==> config.mk <==
export PLATFORM = sky130hd
export DESIGN_NAME = pwcap_channel
export DESIGN_NICKNAME = d
export VERILOG_FILES = /design/src/rtl/pwcap_pkg.sv /design/src/rtl/pwcap_edge.sv /design/src/rtl/pwcap_ctrl.sv /design/src/rtl/pwcap_seq.sv /design/src/rtl/pwcap_channel.sv
export SDC_FILE = /design/constraint.sdc
export NUM_CORES = 1
export LEC_CHECK = 0
export ABC_AREA = 1
export ABC_CLOCK_PERIOD_IN_PS = 1350
export BUFFER_PORTS_ARGS = -buffer_cell sky130_fd_sc_hd__clkbuf_2
export CORE_MARGIN = 1
export CORE_UTILIZATION = 45
export CTS_CLUSTER_DIAMETER = 200
export DETAILED_ROUTE_END_ITERATION = 8
export PLACE_DENSITY = 0.69
export SYNTH_ARGS = -nofsm -noshare
export SYNTH_HDL_FRONTEND = slang
export SYNTH_SLANG_ARGS = --single-unit
==> constraint.sdc <==
create_clock -name clk -period 1.35 [get_ports clk]
set_input_delay 0.27 -clock clk [delete_from_list [all_inputs] [get_ports clk]]
set_output_delay 0.27 -clock clk [all_outputs]
set_load 0.02 [all_outputs]
==> src/rtl/pwcap_pkg.sv <==
package pwcap_pkg;
  localparam int MODE_W   = 4;
  localparam int ADDR_W   = 2;
  localparam int BIT_POL  = 4;
  localparam int BIT_BSEL = 5;
  localparam int BIT_FLAG = 8;
  localparam int BIT_PIN  = 9;

  localparam logic [MODE_W-1:0] MODE_OFF = 4'd0;
  localparam logic [MODE_W-1:0] MODE_PW  = 4'd1;

  typedef enum logic [ADDR_W-1:0] {
    RA_CTRL  = 2'd0,
    RA_DATA_A = 2'd1,
    RA_DATA_B = 2'd2,
    RA_SPARE = 2'd3
  } reg_addr_e;

  typedef struct packed {
    logic [MODE_W-1:0] mode;
    logic              pol;
    logic              bsel;
  } ctrl_t;
endpackage

==> src/rtl/pwcap_edge.sv <==
module pwcap_edge #(
  parameter int STAGES = 2
) (
  input  logic clk,
  input  logic rst,
  input  logic pin_in,
  input  logic pol,
  output logic level,
  output logic lead_ev,
  output logic trail_ev
);
  logic [STAGES-1:0] sync_q;
  logic              prev_q;
  logic              rise, fall;

  always_ff @(posedge clk) begin
    if (rst) begin
      sync_q <= '0;
      prev_q <= 1'b0;
    end else begin
      sync_q <= {sync_q[STAGES-2:0], pin_in};
      prev_q <= sync_q[STAGES-1];
    end
  end

  assign level    = sync_q[STAGES-1];
  assign rise     = level & ~prev_q;
  assign fall     = ~level & prev_q;
  assign lead_ev  = pol ? fall : rise;
  assign trail_ev = pol ? rise : fall;
endmodule

==> src/rtl/pwcap_ctrl.sv <==
module pwcap_ctrl
  import pwcap_pkg::*;
(
  input  logic              clk,
  input  logic              rst,
  input  logic              ctrl_wr,
  input  logic [MODE_W-1:0] new_mode,
  input  logic              new_pol,
  input  logic              new_bsel,
  input  logic              new_clr,
  output ctrl_t             ctrl_q,
  output logic              mode_chg,
  output logic              clr_req
);
  always_ff @(posedge clk) begin
    if (rst) begin
      ctrl_q <= '0;
    end else if (ctrl_wr) begin
      ctrl_q.mode <= new_mode;
      ctrl_q.pol  <= new_pol;
      ctrl_q.bsel <= new_bsel;
    end
  end

  assign mode_chg = ctrl_wr && (new_mode != ctrl_q.mode);
  assign clr_req  = ctrl_wr && new_clr;
endmodule

==> src/rtl/pwcap_seq.sv <==
module pwcap_seq #(
  parameter int TB_W = 16
) (
  input  logic            clk,
  input  logic            rst,
  input  logic            active,
  input  logic            mode_chg,
  input  logic            clr_req,
  input  logic            bsel,
  input  logic            lead_ev,
  input  logic            trail_ev,
  input  logic [TB_W-1:0] tb_a,
  input  logic [TB_W-1:0] tb_b,
  input  logic            b_load,
  input  logic [TB_W-1:0] b_load_val,
  output logic [TB_W-1:0] a_q,
  output logic [TB_W-1:0] b2_q,
  output logic            flag_q,
  output logic            wait_q
);
  logic [TB_W-1:0] b1_q;
  logic [TB_W-1:0] tb_sel;
  logic            cap_en, lead_cap, trail_cap;

  assign tb_sel    = bsel ? tb_b : tb_a;
  assign cap_en    = active && !mode_chg;
  assign lead_cap  = cap_en && lead_ev && !wait_q;
  assign trail_cap = cap_en && trail_ev && wait_q;

  always_ff @(posedge clk) begin
    if (rst) begin
      b1_q <= '0;
      b2_q <= '0;
      a_q  <= '0;
    end else if (b_load) begin
      b1_q <= b_load_val;
      b2_q <= b_load_val;
    end else if (lead_cap) begin
      b1_q <= tb_sel;
    end else if (trail_cap) begin
      a_q  <= tb_sel;
      b2_q <= b1_q;
    end
  end

  always_ff @(posedge clk) begin
    if (rst || mode_chg) begin
      wait_q <= 1'b0;
    end else if (lead_cap) begin
      wait_q <= 1'b1;
    end else if (trail_cap) begin
      wait_q <= 1'b0;
    end
  end

  always_ff @(posedge clk) begin
    if (rst || !cap_en) begin
      flag_q <= 1'b0;
    end else if (trail_cap) begin
      flag_q <= 1'b1;
    end else if (clr_req) begin
      flag_q <= 1'b0;
    end
  end
endmodule

==> src/rtl/pwcap_channel.sv <==
module pwcap_channel
  import pwcap_pkg::*;
#(
  parameter int TB_W        = 16,
  parameter int SYNC_STAGES = 2
) (
  input  logic              clk,
  input  logic              rst,
  input  logic              wr_en,
  input  logic [ADDR_W-1:0] wr_addr,
  input  logic [TB_W-1:0]   wr_data,
  input  logic [ADDR_W-1:0] rd_addr,
  output logic [TB_W-1:0]   rd_data,
  input  logic [TB_W-1:0]   tb_a,
  input  logic [TB_W-1:0]   tb_b,
  input  logic              pin_in,
  output logic              flag_irq
);
  ctrl_t           ctrl_q;
  logic            mode_chg, clr_req, ctrl_wr, b_any_wr, b_load, active;
  logic            level, lead_ev, trail_ev;
  logic [TB_W-1:0] a_q, b2_q, ctrl_word;
  logic            flag_q, wait_q;

  assign ctrl_wr  = wr_en && (wr_addr == RA_CTRL);
  assign b_any_wr = wr_en && (wr_addr == RA_DATA_B);
  assign active   = (ctrl_q.mode == MODE_PW);
  assign b_load   = b_any_wr && !active;

  pwcap_ctrl ctrl_i (
    .clk(clk), .rst(rst), .ctrl_wr(ctrl_wr),
    .new_mode(wr_data[MODE_W-1:0]), .new_pol(wr_data[BIT_POL]),
    .new_bsel(wr_data[BIT_BSEL]), .new_clr(wr_data[BIT_FLAG]),
    .ctrl_q(ctrl_q), .mode_chg(mode_chg), .clr_req(clr_req)
  );

  pwcap_edge #(.STAGES(SYNC_STAGES)) edge_i (
    .clk(clk), .rst(rst), .pin_in(pin_in), .pol(ctrl_q.pol),
    .level(level), .lead_ev(lead_ev), .trail_ev(trail_ev)
  );

  pwcap_seq #(.TB_W(TB_W)) seq_i (
    .clk(clk), .rst(rst), .active(active), .mode_chg(mode_chg),
    .clr_req(clr_req), .bsel(ctrl_q.bsel), .lead_ev(lead_ev),
    .trail_ev(trail_ev), .tb_a(tb_a), .tb_b(tb_b), .b_load(b_load),
    .b_load_val(wr_data), .a_q(a_q), .b2_q(b2_q), .flag_q(flag_q),
    .wait_q(wait_q)
  );

  always_comb begin
    ctrl_word                 = '0;
    ctrl_word[MODE_W-1:0]     = ctrl_q.mode;
    ctrl_word[BIT_POL]        = ctrl_q.pol;
    ctrl_word[BIT_BSEL]       = ctrl_q.bsel;
    ctrl_word[BIT_FLAG]       = flag_q;
    ctrl_word[BIT_PIN]        = level;
  end

  always_ff @(posedge clk) begin
    if (rst) begin
      rd_data <= '0;
    end else begin
      case (rd_addr)
        RA_CTRL:   rd_data <= ctrl_word;
        RA_DATA_A: rd_data <= a_q;
        RA_DATA_B: rd_data <= b2_q;
        default:   rd_data <= '0;
      endcase
    end
  end

  assign flag_irq = flag_q;
endmodule

==> results of run 1 <==
[logic make-up (layout without fill, tap and decap cells)]
family,Yosys count,in the layout,synth area share
buf+inv,74,174,0.0891
compound gates,77,77,0.115
mux,16,16,0.0495
simple gates,261,262,0.334
flops,75,75,0.413
[cell type report]
cell class	instances	area, um2
clock buffer	9	124
clock inverter	7	98.8
fill	667	2740
inverter	45	181
multi-input combinational	355	2110
sequential	75	1510
tap	102	128
timing repair buffer	113	877
[Yosys cell counts]
cell | number | area, um2
nand2_1 | 157 | 589
dfxtp_1 | 75 | 1500
a21oi_1 | 46 | 230
nand3_1 | 43 | 215
inv_1 | 39 | 146
nor2_1 | 25 | 93.8
mux2_2 | 16 | 180
nand4_1 | 16 | 100
o21ai_0 | 15 | 75.1
clkbuf_1 | 12 | 45.0
o21ai_1 | 11 | 55.1
buf_2 | 10 | 50.1
nand3b_1 | 9 | 67.6
inv_2 | 6 | 22.5
a21oi_2 | 3 | 26.3
buf_4 | 3 | 22.5
buf_6 | 3 | 33.8
nand2_4 | 3 | 33.8
a21oi_4 | 2 | 32.5
nand2_2 | 2 | 12.5
nand4_4 | 2 | 42.5
buf_1 | 1 | 3.75
nand3_4 | 1 | 17.5
nor2_2 | 1 | 6.26
nor3_4 | 1 | 16.3
nor3b_4 | 1 | 18.8
[worst paths after layout]
path                    start                to  slack [ps]  cells past startpoint
min                    pin_in  edge_i.sync_q[0]         140                      3
max          edge_i.sync_q[1]     seq_i.b1_q[4]        -190                     10
max reg2reg  edge_i.sync_q[1]     seq_i.b1_q[4]        -190                     10
min reg2reg  edge_i.sync_q[0]  edge_i.sync_q[1]         400                      2
[routing by layer]
layer / track usage / vias up / share of wire
met5: 0 / - / 0
met4: 0.0495 / 0 / 0.017
met3: 0.0514 / 17 / 0.062
met2: 0.339 / 129 / 0.47
met1: 0.337 / 1734 / 0.45
li1: - / 1831 / -
[critical path: stages (launching register included)]
cell and delay [ps]:
dfxtp_2 380, inv_2 70, nor2_2 110, nand2_1 110, a21oi_4 180, nand3_4 160
buf_12 190, nand3_2 60, nand3_2 70, nand2_1 70, inv_1 40
[stage by stage]
stage               utilization  hold slack, ps  instances
global route              0.648             135        706
detailed placement        0.557             406        680
global placement          0.557             400        680
finish                    0.648             143        706
CTS                       0.599             133        700
floorplan                     -             377        503
[power groups by stage]
stage                     clock network, mW  registers, mW  logic, mW
after detailed placement                  0           2.35      0.602
after floorplan                           0           2.35      0.354
after global routing                   2.09           2.31      0.789
final                                  1.97           2.30      0.733
after global placement                    0           2.35      0.590
after CTS                              1.99           2.30      0.633
[registers in the layout (all words and copies together), names as in the netlist]
register,flops
ctrl_i.ctrl_q,6
edge_i.prev_q,1
edge_i.sync_q,2
rd_data,16
seq_i.a_q,16
seq_i.b1_q,16
seq_i.b2_q,16
seq_i.flag_q,1
seq_i.wait_q,1
[timing repair]
item / in CTS / in global routing
gates resized for setup: 20 / 67
hold buffers: 0 / 0
cloned: 1 / 3
buffers inserted: 3 / 3
setup endpoints to repair: 50 / 50
pin swaps: 2 / 18
==> flow_metrics.py, run 1 <==
metrics = {
    "power": {
        "internal_power_mw": 3.65,
        "vdd_drop_max_uv": 531,
        "p_total_mw": 5.00,
        "power_switching_mw": 1.36,
        "p_comb_frac": 0.146,
        "power.leakage_nw": 2.38,
        "clock_power_share": 0.394,
        "p_seq_frac": 0.460,
        "switching_share": 0.272,
        "power_density_mw_per_mm2": 995,
    },
    "sta": {
        "fin_crit_sh": 1.14,
        "slew_violations": 0,
        "setup_viol": 50,
        "setup_tns_ps": -4790,
        "rsz0062_at_grt": "yes",
        "tightest_slew_ps": 296,
        "fmax_ghz": 0.651,
        "slew_headroom": 0.803,
        "finalClockSkew_ps": 9.43,
        "fin_crit_ps": 1540,
        "hold_violations": 0,
        "fin_ws_ps": -186,
    },
    "die": {
        "fp-row-count": 32,
        "dieArea_mm2": 0.00845,
        "start_util": 0.468,
        "core_mm2": 0.00777,
        "ioPinCount": 73,
        "fp.dieW_um": 91.9,
        "dieHeight_um": 91.9,
    },
    "global_routing": {
        "grt_antenna_before_repair": 0,
        "overflow": 0,
        "grt_max_degree": 46,
        "grtUsageTotal": 0.229,
        "grt_pass1_vias": 3169,
        "grt_pass1_wl_mm": 15.3,
    },
    "routing": {
        "drt-total-wl_mm": 10.3,
        "via_count": 3711,
        "drc": 0,
        "wl_per_cell_um": 14.5,
        "ant_nets": 0,
        "drtIter0Drc": 319,
        "firstDrtPassIters": 6,
        "viasPerCell": 5.26,
    },
    "clocking": {
        "clock_latency_ps": 350,
        "cts_tree": "done",
        "cts.clk_slew.worst_paths_ps": 80,
        "clockRootBuffer": "clkbuf_8",
        "numCtsBuffers": 9,
        "h-tree-depth": 3,
        "cts_buffer_depth": 2,
        "cts_num_sinks": 75,
    },
    "cells_and_area": {
        "finalInstanceArea_mm2": 0.00503,
        "num_antenna_cells": 0,
        "nets": 655,
        "layout-drive-gt1-share": 0.384,
        "final_common_cell": "nand2_1",
        "syn2layout_area_growth_pct": 38.3,
        "layout_common_cells": "nand2_1, clkbuf_2, dfxtp_1, inv_1, a21oi_1",
    },
    "synth": {
        "syn_avg_cell_area_um2": 7.23,
        "ys_types": 26,
        "syn_area_mm2": 0.00364,
        "syn_inst": 503,
        "synth_warnings": 0,
        "seq_area_frac_synth": 0.413,
        "ys_ff_latch": 75,
        "synth.net_count": 559,
    },
    "setup_path": {
        "worstSetupPathType": "reg -> reg",
        "critPathMaxFanout": 8,
        "start_kind": "flip-flop",
        "cp-end-kind": "flip-flop",
        "worstPathRequired_ps": 1600,
        "critPathArrivalTime_ps": 1790,
    },
    "placement": {
        "io_buffers": 72,
        "gp_congestion": 0.850,
        "dpl_worst_slack_ps": -210,
        "dpl.hpwl_mm": 6.51,
        "placed_area_mm2": 0.00433,
    },
    "worst_hold_path": {
        "hp-class": "in -> reg",
    },
    "status": {
        "violations": "negative setup slack",
        "status": "finished with violations",
    },
    "run": {
        "maxCapViolCount": 0,
    },
}
Power figures use the tool's default switching activity.
==> run 2, diff against run 1 <==
--- a/config.mk
+++ b/config.mk
@@ -5,7 +5,6 @@
 export SDC_FILE = /design/constraint.sdc
 export NUM_CORES = 1
 export LEC_CHECK = 0
-export ABC_AREA = 1
 export ABC_CLOCK_PERIOD_IN_PS = 1350
 export BUFFER_PORTS_ARGS = -buffer_cell sky130_fd_sc_hd__clkbuf_2
 export CORE_MARGIN = 1
@@ -13,6 +12,7 @@
 export CTS_CLUSTER_DIAMETER = 200
 export DETAILED_ROUTE_END_ITERATION = 8
 export PLACE_DENSITY = 0.69
+export SKIP_CTS_REPAIR_TIMING = 1
 export SYNTH_ARGS = -nofsm -noshare
 export SYNTH_HDL_FRONTEND = slang
 export SYNTH_SLANG_ARGS = --single-unit
==> constraint.sdc (replaced) <==
create_clock -name clk -period 1.35 [get_ports clk]
set_input_delay 0.2025 -clock clk [delete_from_list [all_inputs] [get_ports clk]]
set_output_delay 0.2025 -clock clk [all_outputs]
set_load 0.02 [all_outputs]
==> flow_metrics.py, run 2 <==
metrics = {
    "status": {
        "status": "finished with violations",
        "violations": "negative setup slack",
    },
    "power": {
        "p_seq_frac": 0.450,
        "p_total_mw": 5.09,
        "power_density_mw_per_mm2": 971,
        "power.leakage_nw": 2.05,
        "clock_power_share": 0.421,
        "power_switching_mw": 1.28,
        "switching_share": 0.251,
        "internal_power_mw": 3.81,
        "vdd_drop_max_uv": 812,
        "p_comb_frac": 0.129,
    },
    "die": {
        "ioPinCount": 73,
        "start_util": 0.462,
        "core_mm2": 0.00769,
        "dieArea_mm2": 0.00825,
        "fp.dieW_um": 90.8,
        "fp-row-count": 32,
        "dieHeight_um": 90.8,
    },
    "setup_path": {
        "worstPathRequired_ps": 1560,
        "rr_worst_depth": 7,
        "r2r_start": "ctrl_i.ctrl_q[3]",
        "reg2reg_to": "seq_i.b2_q[1]",
        "path_buf_inv": 3,
        "cp_common_cell": "buf_6",
        "critPathMaxFanout": 7,
        "start_kind": "flip-flop",
        "worstSetupPathType": "reg -> reg",
        "cp_slowest_cell": "o41a_1",
        "rrSetupSlack_ps": -590,
        "critPathArrivalTime_ps": 2150,
        "crit_chain": "buf_6 -> xor2_2 -> o41a_1 -> buf_4 -> buf_6 -> o211ai_1 -> nand3_1",
        "path_delay_family": "compound AO/OA/AOI/OAI gates",
        "cp-end-kind": "flip-flop",
        "critPathMaxStageDelay_ps": 480,
    },
    "synth": {
        "netlist.area_leader.share": 0.423,
        "synth_area_leaders": "dfxtp_1, a21oi_1, mux2i_1",
        "ys_ff_latch": 75,
        "seq_area_frac_synth": 0.423,
        "synthTopCellsByCount": "dfxtp_1, a21oi_1, clkbuf_1",
        "syn_inst": 418,
        "synth_edf_count": 0,
        "syn_area_mm2": 0.00355,
        "synth_warnings": 0,
        "synth_top_cell_by_area": "dfxtp_1",
        "async_reset_ff_frac": 0,
        "ys_dominant_reg_cell": "dfxtp_1",
        "ys_types": 35,
        "synth.net_count": 474,
        "syn_avg_cell_area_um2": 8.50,
        "yosysMostFrequentCell": "dfxtp_1",
    },
    "cells_and_area": {
        "num_antenna_cells": 0,
        "syn2layout_area_growth_pct": 47.4,
        "layout_common_cells": "dfxtp_1, clkbuf_2, buf_4, a21oi_1, nor2_1",
        "nets": 592,
        "layout-drive-gt1-share": 0.403,
    },
    "worst_hold_path": {
        "hp-start": "pin_in",
        "hp-class": "in -> reg",
        "hold_depth": 2,
        "min_to": "edge_i.sync_q[0]",
    },
    "sta": {
        "fin_crit_sh": 1.43,
        "setup_tns_ps": -23410,
        "setup_viol": 50,
        "finalClockSkew_ps": 7.41,
        "hold_ws_ps": 71.3,
        "tightest_slew_ps": 660,
        "fin_ws_ps": -586,
        "fin_crit_ps": 1940,
        "hold_violations": 0,
        "slew_violations": 0,
        "rsz0062_at_grt": "yes",
        "fmax_ghz": 0.516,
        "slew_headroom": 0.558,
    },
    "global_routing": {
        "overflow": 0,
        "grt_pass1_vias": 3132,
        "grt_antenna_before_repair": 0,
        "grt_pass1_wl_mm": 16.2,
        "grtUsageTotal": 0.248,
        "grt_max_degree": 44,
    },
    "placement": {
        "io_buffers": 72,
        "gp_congestion": 0.917,
        "dpl.hpwl_mm": 7.05,
        "dpl_worst_slack_ps": -656,
    },
    "clocking": {
        "h-tree-depth": 3,
        "numCtsBuffers": 9,
        "clockRootBuffer": "clkbuf_8",
        "cts_num_sinks": 75,
        "cts_tree": "done",
        "cts.clk_slew.worst_paths_ps": 80,
        "clock_latency_ps": 340,
        "cts_buffer_depth": 2,
    },
    "routing": {
        "via_count": 3842,
        "drt-total-wl_mm": 11.8,
        "ant_nets": 0,
        "drtIter0Drc": 477,
        "wl_per_cell_um": 18.4,
        "firstDrtPassIters": 5,
        "viasPerCell": 5.98,
        "drc": 0,
    },
    "run": {
        "maxCapViolCount": 0,
    },
}
-- run 2: how the worst max path moves through the flow --
stage	start	endpoint	slack, ps	depth (start not counted)
final	ctrl_i.ctrl_q[3]	seq_i.b2_q[1]	-590	7
after global routing	ctrl_i.ctrl_q[5]	seq_i.b1_q[13]	-620	6
after CTS	ctrl_i.ctrl_q[5]	seq_i.b1_q[9]	-680	5
after detailed placement	ctrl_i.ctrl_q[5]	seq_i.b1_q[9]	-660	5
after global placement	ctrl_i.ctrl_q[3]	seq_i.a_q[7]	-550	7
after floorplan	ctrl_i.ctrl_q[5]	seq_i.b1_q[1]	-510	6
-- run 2: cell type report --
class                      count  area [um2]
timing repair buffer         147        1140
fill                         578        2450
multi-input combinational    303        2210
tap                          102         128
clock buffer                   9         124
sequential                    75        1510
clock inverter                 7         124
-- run 2: logic make-up (layout without fill, tap and decap cells) --
| kind of cell | Yosys count | count (layout) | synth area share |
|---|---|---|---|
| buf+inv | 41 | 163 | 0.0451 |
| flops | 75 | 75 | 0.423 |
| mux | 30 | 30 | 0.0877 |
| compound gates | 105 | 106 | 0.193 |
| simple gates | 163 | 163 | 0.241 |
| xor+xnor | 4 | 4 | 0.00986 |
-- run 2: per-layer routing --
layer  track usage  up-vias  share of wire
met5             0        -              0
met4        0.0714        0          0.023
met3        0.0471       31          0.098
met2         0.347      272           0.44
met1         0.380     1784           0.44
li1              -     1755              -
-- run 2: per-stage QoR --
stage                     cells  instance area (um2)   util
after floorplan             418                 3660      -
after global placement      606                 4450  0.579
after detailed placement    606                 4450  0.579
after CTS                   622                 4700  0.611
after global routing        643                 5240  0.681
final                       643                 5240  0.681
-- run 2: power groups by stage --
stage	logic, mW	registers (mW)	clock network, mW
after CTS	0.529	2.28	2.15
final	0.655	2.29	2.14
after detailed placement	0.526	2.34	0
after global routing	0.690	2.29	2.27
after global placement	0.520	2.34	0
after floorplan	0.271	2.34	0
==> run 3, diff against run 2 <==
--- a/config.mk
+++ b/config.mk
@@ -6,7 +6,7 @@
 export NUM_CORES = 1
 export LEC_CHECK = 0
 export ABC_CLOCK_PERIOD_IN_PS = 1350
-export BUFFER_PORTS_ARGS = -buffer_cell sky130_fd_sc_hd__clkbuf_2
+export BUFFER_PORTS_ARGS = -buffer_cell sky130_fd_sc_hd__buf_2
 export CORE_MARGIN = 1
 export CORE_UTILIZATION = 45
 export CTS_CLUSTER_DIAMETER = 200
==> flow_metrics.py, run 3 (synthesized netlist as in run 2, its figures left out) <==
metrics = {
    "clocking": {
        "cts_buffer_depth": 2,
        "clock_latency_ps": 350,
        "cts_num_sinks": 75,
        "clockRootBuffer": "clkbuf_8",
        "numCtsBuffers": 9,
        "cts_tree": "done",
        "h-tree-depth": 3,
        "cts.clk_slew.worst_paths_ps": 80,
    },
    "global_routing": {
        "grt_pass1_vias": 3215,
        "grt_max_degree": 50,
        "grt_antenna_before_repair": 0,
        "grtUsageTotal": 0.254,
        "grt_pass1_wl_mm": 16.6,
        "overflow": 0,
    },
    "cells_and_area": {
        "stdcell_count": 627,
        "final_common_cell": "buf_2",
        "syn2layout_area_growth_pct": 42.6,
        "nets": 576,
        "layout_common_cells": "buf_2, dfxtp_1, a21oi_1, buf_4, nor2_1",
        "finalInstanceArea_mm2": 0.00506,
        "final_util": 0.659,
        "layout-drive-gt1-share": 0.389,
        "num_antenna_cells": 0,
    },
    "placement": {
        "dpl.hpwl_mm": 7.27,
        "dpl_worst_slack_ps": -637,
        "placed_area_mm2": 0.00437,
        "gp_congestion": 0.921,
        "io_buffers": 72,
        "dp.cells": 598,
    },
    "sta": {
        "tightest_slew_ps": 1030,
        "fin_ws_ps": -595,
        "hold_ws_ps": 65.3,
        "hold_violations": 0,
        "setup_tns_ps": -25230,
        "setup_viol": 50,
        "rsz0062_at_grt": "yes",
        "fin_crit_ps": 1940,
        "fmax_ghz": 0.514,
        "slew_violations": 0,
        "slew_headroom": 0.311,
        "finalClockSkew_ps": 5.54,
        "fin_crit_sh": 1.44,
    },
    "routing": {
        "via_count": 3722,
        "wl_per_cell_um": 18.7,
        "viasPerCell": 5.94,
        "drtIter0Drc": 385,
        "firstDrtPassIters": 7,
        "drc": 0,
        "ant_nets": 0,
        "drt-total-wl_mm": 11.7,
    },
    "power": {
        "power_density_mw_per_mm2": 927,
        "power.leakage_nw": 1.95,
        "vdd_drop_max_uv": 668,
        "p_total_mw": 4.69,
    },
    "setup_path": {
        "worstSetupPathType": "reg -> reg",
        "cp-end-kind": "flip-flop",
        "worstPathRequired_ps": 1590,
        "critPathArrivalTime_ps": 2180,
        "start_kind": "flip-flop",
        "rr_worst_depth": 7,
        "critPathMaxFanout": 6,
    },
    "run": {
        "maxCapViolCount": 0,
    },
    "die": {
        "fp-row-count": 32,
        "fp.dieW_um": 90.8,
        "ioPinCount": 73,
        "dieArea_mm2": 0.00825,
        "start_util": 0.462,
        "core_mm2": 0.00769,
        "dieHeight_um": 90.8,
    },
    "worst_hold_path": {
        "hold_depth": 2,
        "hp-class": "in -> reg",
    },
    "status": {
        "violations": "negative setup slack",
        "status": "finished with violations",
    },
}
==> run 3: changes by cell type in the layout (fill, tap and decap cells not counted), moves of 4 or more <==
cell / change
buf_2: +73
clkbuf_2: -72
buf_4: -16
nor3_2: +5
buf_12: -4
nor3_1: -4
==> run 3: final cells by class <==
type                    count  area, um2
multi-input cells         303       2230
repair buffers            131        998
clock buffers               9        124
clock inverters             7       76.3
well taps                 102        128
flip-flops and latches     75       1510
fillers                   612       2620
==> run 3: critical path, stage by stage, from the launching register on <==
cell       delay, ps
dfxtp_2          330
buf_6            120
xor2_2           140
o41a_1           550
buf_6            190
clkbuf_16        150
o211ai_1         240
a31oi_1          110
==> run 3: worst paths after layout <==
check / start / endpoint / slack (ps)
worst min register to register: edge_i.sync_q[0] / edge_i.sync_q[1] / 460
worst max-delay path: ctrl_i.ctrl_q[4] / seq_i.b1_q[5] / -590
worst max register to register: ctrl_i.ctrl_q[4] / seq_i.b1_q[5] / -590
worst min-delay path: pin_in / edge_i.sync_q[0] / 70
==> run 3: where the power goes <==
| part | switching (mW) | leakage, nW | internal (mW) |
|---|---|---|---|
| Clock | 0.910 | 0.0962 | 0.866 |
| Sequential | 0.0289 | 0.609 | 2.26 |
| Combinational | 0.344 | 1.25 | 0.285 |
| Total | 1.28 | 1.95 | 3.41 |
==> run 3: layer usage <==
layer,GRT usage,wire length (um),vias up
li1,-,-,1728
met1,0.372,4970,1735
met2,0.374,5380,227
met3,0.0581,1110,32
met4,0.0608,246,0
met5,0,0,-
